### config.mk
export PLATFORM = sky130hd
export DESIGN_NAME = sub_port_validator
export DESIGN_NICKNAME = d
export VERILOG_FILES = /design/src/rtl/sub_pkg.sv /design/src/rtl/sub_dword_bank.sv /design/src/rtl/sub_desc_check.sv /design/src/rtl/sub_issue_ctrl.sv /design/src/rtl/sub_port_validator.sv
export SDC_FILE = /design/constraint.sdc
export NUM_CORES = 1
export LEC_CHECK = 0
export BUFFER_PORTS_ARGS = -buffer_cell sky130_fd_sc_hd__buf_2
export CAP_MARGIN = 20
export CORE_ASPECT_RATIO = 1.1
export CORE_MARGIN = 10
export CORE_UTILIZATION = 25
export DETAILED_ROUTE_END_ITERATION = 7
export GPL_ROUTABILITY_DRIVEN = 0
export MAX_ROUTING_LAYER = met4
export SYNTH_ARGS = -nofsm -noshare
export SYNTH_HDL_FRONTEND = slang
export SYNTH_SLANG_ARGS = --single-unit
export TNS_END_PERCENT = 5
### constraint.sdc
create_clock -name clk -period 2.39 [get_ports clk]
set_clock_uncertainty 0.1 [all_clocks]
set_input_delay 0.3585 -clock clk [delete_from_list [all_inputs] [get_ports clk]]
set_output_delay 0.3585 -clock clk [all_outputs]
set_load 0.02 [all_outputs]
### src/rtl/sub_pkg.sv
package sub_pkg;
  localparam int DWORD_W   = 32;
  localparam int DESC_W    = 2 * DWORD_W;
  localparam int NUM_DW    = 4;
  localparam int NUM_DESC  = 2;
  localparam int VALID_POS = 0;
  localparam int PRIV_POS  = 8;
  localparam int MODE_LO   = 3;
  localparam int MODE_W    = 2;

  localparam logic [MODE_W-1:0] MODE_SHALLOW = 2'd1;
  localparam logic [MODE_W-1:0] MODE_DEEP    = 2'd3;

  typedef enum logic [2:0] {
    REJ_NONE  = 3'd0,
    REJ_EMPTY = 3'd1,
    REJ_ORDER = 3'd2,
    REJ_PRIV  = 3'd3,
    REJ_MODE  = 3'd4
  } rej_e;

  typedef enum logic {
    ST_IDLE  = 1'b0,
    ST_ISSUE = 1'b1
  } iss_state_e;
endpackage

### src/rtl/sub_dword_bank.sv
module sub_dword_bank #(
  parameter int DW = 32,
  parameter int N  = 4,
  localparam int SW = $clog2(N)
) (
  input  logic            clk,
  input  logic            rst_n,
  input  logic            we,
  input  logic [SW-1:0]   sel,
  input  logic [DW-1:0]   wdata,
  output logic [N*DW-1:0] bank_q
);
  for (genvar g = 0; g < N; g++) begin : g_word
    logic [DW-1:0] word_q;
    always_ff @(posedge clk) begin
      if (!rst_n)
        word_q <= '0;
      else if (we && (sel == SW'(g)))
        word_q <= wdata;
    end
    assign bank_q[g*DW +: DW] = word_q;
  end
endmodule

### src/rtl/sub_desc_check.sv
module sub_desc_check
  import sub_pkg::*;
#(
  parameter int DW = 32,
  localparam int DESC = 2 * DW
) (
  input  logic [4*DW-1:0]     bank,
  output logic [DESC-1:0]     desc0,
  output logic [DESC-1:0]     desc1,
  output logic [NUM_DESC-1:0] vld,
  output logic [NUM_DESC-1:0] deep,
  output rej_e                verdict
);
  logic [DESC-1:0]     d [NUM_DESC];
  logic [NUM_DESC-1:0] priv_ok;
  logic [NUM_DESC-1:0] mode_ok;

  // Descriptor i takes the dword pair that starts at 2*(1-i)
  for (genvar i = 0; i < NUM_DESC; i++) begin : g_desc
    localparam int BASE = 2 * (NUM_DESC - 1 - i) * DW;
    logic [MODE_W-1:0] mode;
    assign d[i]       = bank[BASE +: DESC];
    assign mode       = d[i][MODE_LO +: MODE_W];
    assign vld[i]     = d[i][VALID_POS];
    assign priv_ok[i] = d[i][PRIV_POS];
    assign mode_ok[i] = (mode == MODE_SHALLOW) || (mode == MODE_DEEP);
    assign deep[i]    = (mode == MODE_DEEP);
  end

  assign desc0 = d[0];
  assign desc1 = d[1];

  always_comb begin
    if (|(vld & ~priv_ok))
      verdict = REJ_PRIV;
    else if (vld == '0)
      verdict = REJ_EMPTY;
    else if (!vld[0])
      verdict = REJ_ORDER;
    else if (|(vld & ~mode_ok))
      verdict = REJ_MODE;
    else
      verdict = REJ_NONE;
  end
endmodule

### src/rtl/sub_issue_ctrl.sv
module sub_issue_ctrl
  import sub_pkg::*;
#(
  parameter int DESC = 64
) (
  input  logic            clk,
  input  logic            rst_n,
  input  logic            go,
  input  logic [DESC-1:0] desc0,
  input  logic [DESC-1:0] desc1,
  input  logic            vld1,
  input  logic [1:0]      deep,
  input  rej_e            verdict,
  input  logic            out_ready,
  output logic            out_valid,
  output logic [DESC-1:0] out_desc,
  output logic            out_first,
  output logic            out_deep,
  output logic            busy,
  output logic            err_pulse,
  output logic [2:0]      err_code,
  output logic            overrun
);
  iss_state_e      state_q;
  logic            sel_q;
  logic            two_q;
  logic [DESC-1:0] hold0_q, hold1_q;
  logic [1:0]      deep_q;

  always_ff @(posedge clk) begin
    if (!rst_n) begin
      state_q   <= ST_IDLE;
      sel_q     <= 1'b0;
      two_q     <= 1'b0;
      hold0_q   <= '0;
      hold1_q   <= '0;
      deep_q    <= '0;
      err_pulse <= 1'b0;
      err_code  <= '0;
      overrun   <= 1'b0;
    end else begin
      err_pulse <= 1'b0;
      overrun   <= 1'b0;
      unique case (state_q)
        ST_IDLE: begin
          if (go) begin
            if (verdict != REJ_NONE) begin
              err_pulse <= 1'b1;
              err_code  <= verdict;
            end else begin
              state_q <= ST_ISSUE;
              sel_q   <= 1'b0;
              two_q   <= vld1;
              hold0_q <= desc0;
              hold1_q <= desc1;
              deep_q  <= deep;
            end
          end
        end
        ST_ISSUE: begin
          if (go)
            overrun <= 1'b1;
          if (out_ready) begin
            if (!sel_q && two_q)
              sel_q <= 1'b1;
            else
              state_q <= ST_IDLE;
          end
        end
        default: state_q <= ST_IDLE;
      endcase
    end
  end

  assign busy      = (state_q == ST_ISSUE);
  assign out_valid = busy;
  assign out_desc  = sel_q ? hold1_q : hold0_q;
  assign out_first = !sel_q;
  assign out_deep  = sel_q ? deep_q[1] : deep_q[0];
endmodule

### src/rtl/sub_port_validator.sv
module sub_port_validator
  import sub_pkg::*;
#(
  parameter int DW = DWORD_W,
  localparam int DESC = 2 * DW
) (
  input  logic            clk,
  input  logic            rst_n,
  input  logic            dw_we,
  input  logic [1:0]      dw_sel,
  input  logic [DW-1:0]   dw_data,
  input  logic            go,
  output logic            out_valid,
  input  logic            out_ready,
  output logic [DESC-1:0] out_desc,
  output logic            out_first,
  output logic            out_deep,
  output logic            busy,
  output logic            err_pulse,
  output logic [2:0]      err_code,
  output logic            overrun
);
  logic [NUM_DW*DW-1:0] bank;
  logic [DESC-1:0]      desc0, desc1;
  logic [NUM_DESC-1:0]  vld, deep;
  rej_e                 verdict;

  sub_dword_bank #(.DW(DW), .N(NUM_DW)) u_bank (
    .clk(clk), .rst_n(rst_n), .we(dw_we), .sel(dw_sel),
    .wdata(dw_data), .bank_q(bank)
  );

  sub_desc_check #(.DW(DW)) u_check (
    .bank(bank), .desc0(desc0), .desc1(desc1),
    .vld(vld), .deep(deep), .verdict(verdict)
  );

  sub_issue_ctrl #(.DESC(DESC)) u_issue (
    .clk(clk), .rst_n(rst_n), .go(go),
    .desc0(desc0), .desc1(desc1), .vld1(vld[1]), .deep(deep),
    .verdict(verdict), .out_ready(out_ready),
    .out_valid(out_valid), .out_desc(out_desc), .out_first(out_first),
    .out_deep(out_deep), .busy(busy), .err_pulse(err_pulse),
    .err_code(err_code), .overrun(overrun)
  );
endmodule

; Word level (Yosys, flattened, before mapping)
; Cells that the tools add are included.
[word_totals]
ff_bits = 266
inputBits = 39
output_inout_bits = 73
elab_cells = 68
[classes]
eq_ne = 11
muxes = 18
n_bitwise = 8
n_reduce_logical = 18
[ops]
columns = operator, count
row1 = $mux W64, 1
row2 = $mux W3, 4
row3 = $mux W1, 11
row4 = $eq A2 B2 Y1 const B, 4
row5 = $ne A2 B2 Y1 const B, 4
row6 = $eq A2 B1 Y1 const B, 3
row7 = $reduce_and A3 Y1, 2
row8 = $logic_and A1 B1 Y1, 5
row9 = $and A2 B2 Y2, 2
row10 = $logic_not A2 Y1, 2
row11 = $not A1 Y1, 4
row12 = $not A2 Y2, 2
row13 = $pmux W1 S2, 2
row14 = $reduce_and A4 Y1, 1
row15 = $reduce_or A2 Y1, 2
row16 = $reduce_bool A3 Y1, 1
row17 = $reduce_or A3 Y1, 1
row18 = $logic_or A1 B1 Y1, 2
row19 = $reduce_and A2 Y1, 1
row20 = $logic_not A1 Y1, 1

; Logic depth before layout (Yosys ltp)
[depth]
word_depth = 13
depth_mapped = 7
depth_no_buf = 4

; Hierarchy
; From an unflattened synthesis, not the netlist that was laid out.
[unflattened]
hier_cells = 1269
area_unflattened_um2 = 12101.6
[by_module_without_submodules]
columns = module, instances, cells_each, area_per_inst_um2, seq_area_each_um2
row1 = sub_issue_ctrl, 1, 676, 6266.0, 2762.6
row2 = sub_dword_bank, 1, 453, 4792.1, 2562.5
row3 = sub_desc_check, 1, 140, 1043.5, 0.0

; Least setup slack after synthesis
; OpenSTA, ideal clock, no wires.
[synth_timing]
path_kind = reg2out
from = register u_issue.sel_q
to = output port out_desc[12]
arrival_ns = 1.307
required_ns = 1.932
setup_slack_ns = 0.625
stages_incl_launch_ff = 4
path_buffers = 2
path_cell_list = dfxtp_1 > buf_1 > buf_2 > mux2_2
[synth_between]
elab_chain_cells = 1
[synth_rtl]
columns = element, line_no
row1 = from (decl), sub_issue_ctrl.sv:25  ; logic sel_q;
row2 = from (signal assigned), sub_issue_ctrl.sv:33  ; sel_q <= 1'b0;
row3 = from (signal assigned), sub_issue_ctrl.sv:52  ; sel_q <= 1'b0;
row4 = from (signal assigned), sub_issue_ctrl.sv:65  ; sel_q <= 1'b1;
row5 = $mux W64, sub_issue_ctrl.sv:77  ; assign out_desc = sel_q ? hold1_q : hold0_q;
row6 = to (decl), sub_port_validator.sv:15  ; output logic [DESC-1:0] out_desc,
; No other way between the ends.

; Final worst setup path
[layout_timing]
from = register u_issue.sel_q
to = output port out_desc[46]
; The elaborated chain is that of the path after synthesis.

==> flow_summary.ini <==
[cts]
clk_path_buf_depth = 3
post_cts_resized = 0
cts_root_buf = clkbuf_16
clkSlewWorstSetupHoldPaths_ns = 0.06
cts_sinks = 265
cts_max_level = 1
cts_tree = done
cts_made_buffers = 27
clock_latency_ns = 0.55

[routing]
ant_nets = 0
first_pass_iters = 5
viasPerCell = 4.47
drt_iter0_markers = 546
routed_wl_mm = 33.2
avgRoutedWirePerCell_um = 17.4
num_vias = 8503
drc = 0

[die]
start_util = 0.252
die_area_um2 = 51000
die_y_um = 236
ios = 112
coreArea_um2 = 42100
fp-row-count = 79
die_x_um = 216

[worst_setup_path]
start_kind = flip-flop
criticalPathCategory = reg -> out
end_kind = output pin
critPathMaxFanout = 28
reg2reg_depth = 5
arrival_ns = 1.81
critical_path_required_ns = 1.93
reg2reg_to = u_issue.hold0_q[62]$_SDFFE_PN0P_
timing.rr.start = u_issue.busy$_SDFF_PN0_
setup.worst_path.start = u_issue.sel_q$_SDFFE_PN0P_
endpoint = out_desc[46]
reg2reg_slack_ns = 0.48

[synthesis]
synth-seq-cells = 265
syn-num-nets = 1266
synth-seq-area-share = 0.501
synthCells = 1227
async_reset_ff_frac = 0
yosys_warnings = 0
avgSynthCellArea_um2 = 8.63
synth_cell_types = 33
synth-edff-count = 0
synth_ff_type = dfxtp_1
synth.cell_area_um2 = 10600

[timing]
tns_ns = 0
period_share = 0.949
fmax_mhz = 441
setup_violations = 0
worst_slew_pin_slew_ns = 0.454
grt_setup_unrepaired = no
slew_violations = 0
fin_crit_ns = 2.27
slew_headroom = 0.697
final_hold_viol_count = 0

[cells_and_area]
nets = 1352
layout-drive-gt1-share = 0.189
nFillCells = 4463
final_core_util = 0.304
fin_area_um2 = 12800
seq_area_um2 = 5310
syn_to_final_growth_pct = 20.9
multiInputGateArea_um2 = 4800

[placement]
post-dp-hpwl_mm = 23.0
io_buffers = 111
place_area_um2 = 11700

[min_path]
hp-class = in -> reg

[power_and_ir_drop]
p_leak_nw = 4.54
power_density_nw_per_um2 = 735
max-vdd-ir-drop_mv = 0.425

[job]
maxCapViolCount = 0

[grt]
grt_max_degree = 104
grt_pass1_vias = 8115
grt_usage = 0.128
antenna_found_initial = 5
grt_pass1_wl_mm = 50.0
grt-ovfl-total = 0

[outcome]
status = finished, final reports clean
## per-layer routing
metal	part of all wire	routed length [µm]	GRT usage
met1	0.46	15200	0.165
met2	0.46	15300	0.201
met3	0.052	1740	0.0228
met4	0.027	893	0.0386
met5	0	0	-
## timing repair
action | 4_1_cts | 5_1_grt
endpoints found under the setup margin | 31 | 0
setup buffers | 2 | 0
endpoints found under the hold margin | 35 | 0
hold buffers | 13 | 0
## power by group
part | switching (W) | internal, W
clock network | 0.00175 | 0.00268
registers | 0.0000383 | 0.00449
logic | 0.000318 | 0.000131
total | 0.00211 | 0.00730
## worst min path at each step
stage,cells after the start,slack [ns],start,to
floorplan,2,0.33,u_issue.deep_q[1]$_SDFFE_PN0P_,u_issue.deep_q[1]$_SDFFE_PN0P_
global placement,2,0.34,u_issue.hold1_q[39]$_SDFFE_PN0P_,u_issue.hold1_q[39]$_SDFFE_PN0P_
detailed placement,2,0.34,u_issue.hold1_q[45]$_SDFFE_PN0P_,u_issue.hold1_q[45]$_SDFFE_PN0P_
CTS,3,0.004,dw_data[27],u_bank.g_word[1].word_q[27]$_SDFFE_PN0P_
global route,3,0.01,dw_data[8],u_bank.g_word[1].word_q[8]$_SDFFE_PN0P_
finish,3,0.02,dw_data[6],u_bank.g_word[1].word_q[6]$_SDFFE_PN0P_
## critical path, cell delays in order (launching register included)
cell	delay [ns]
dfxtp_4	0.42
buf_12	0.23
mux2_2	0.39
buf_2	0.17
## logic make-up (layout without fill, tap and decap cells)
| family | after synthesis | count (layout) | synth area share |
|---|---|---|---|
| compound gates | 140 | 140 | 0.0690 |
| mux | 192 | 192 | 0.189 |
| buf+inv | 98 | 201 | 0.0471 |
| simple gates | 532 | 532 | 0.194 |
| flops | 265 | 265 | 0.501 |
| other cells | 0 | 5 | 0 |
## synthesized netlist by cell type (2+ instances only)
master | count | area share
dfxtp_1 | 265 | 0.50
buf_8 | 8 | 0.011
nand2b_1 | 2 | 0.0012
inv_1 | 3 | 0.0011
o21a_1 | 5 | 0.0035
buf_1 | 3 | 0.0011
mux2i_1 | 127 | 0.12
nor3_1 | 2 | 0.00094
clkbuf_1 | 67 | 0.024
buf_4 | 6 | 0.0043
a21oi_1 | 129 | 0.061
mux2_2 | 65 | 0.069
and3_1 | 2 | 0.0012
nor2_1 | 2 | 0.00071
buf_2 | 9 | 0.0043
nand3_1 | 2 | 0.00094
nand2_1 | 514 | 0.18
## registers in the layout, indices dropped and copies added, names as in the netlist
| register | cells |
|---|---|
| u_issue.sel_q | 1 |
| u_issue.deep_q | 2 |
| u_issue.overrun | 1 |
| u_issue.hold0_q | 64 |
| u_bank.g_word.word_q | 128 |
| u_issue.err_code | 3 |
| u_issue.busy | 1 |
| u_issue.err_pulse | 1 |
| u_issue.hold1_q | 64 |
## through the flow
stage          hold slack (ns)  worst slack [ns]  total power (W)  instances
2_1_floorplan            0.331             0.625          0.00486       1227
3_5_place_dp             0.344             0.465          0.00506       1836
6_report                0.0198             0.121          0.00941       1902
4_1_cts                0.00417            0.0786          0.00950       1897
3_3_place_gp             0.339             0.521          0.00505       1836
5_1_grt                 0.0105            0.0604          0.00973       1901
## final cells by class
class | instances | share of cell area
Antenna cell | 5 | 0.000977
Clock buffer | 42 | 0.0643
Clock inverter | 4 | 0.00860
Inverter | 4 | 0.00127
Multi-Input combinational cell | 864 | 0.375
Sequential cell | 265 | 0.415
Tap cell | 567 | 0.0554
Timing Repair Buffer | 151 | 0.0797
## placed cells by master (no fill, tap or decap), types with 2 or more instances in the layout
cell | synthesis | routed
clkbuf_16 | 0 | 28
dfxtp_1 | 265 | 264
bufinv_16 | 0 | 3
clkbuf_1 | 67 | 7
mux2_2 | 65 | 65
o21a_1 | 5 | 5
buf_12 | 0 | 10
mux2i_1 | 127 | 127
nand2b_1 | 2 | 2
buf_2 | 9 | 110
nor3_1 | 2 | 2
buf_4 | 6 | 17
a21oi_1 | 129 | 129
and3_1 | 2 | 2
nand3_1 | 2 | 2
inv_1 | 3 | 3
diode_2 | 0 | 5
clkbuf_8 | 0 | 7
nand2_1 | 514 | 514
dlygate4sd3_1 | 0 | 13
No activity file was read; power rests on OpenSTA's default activity.
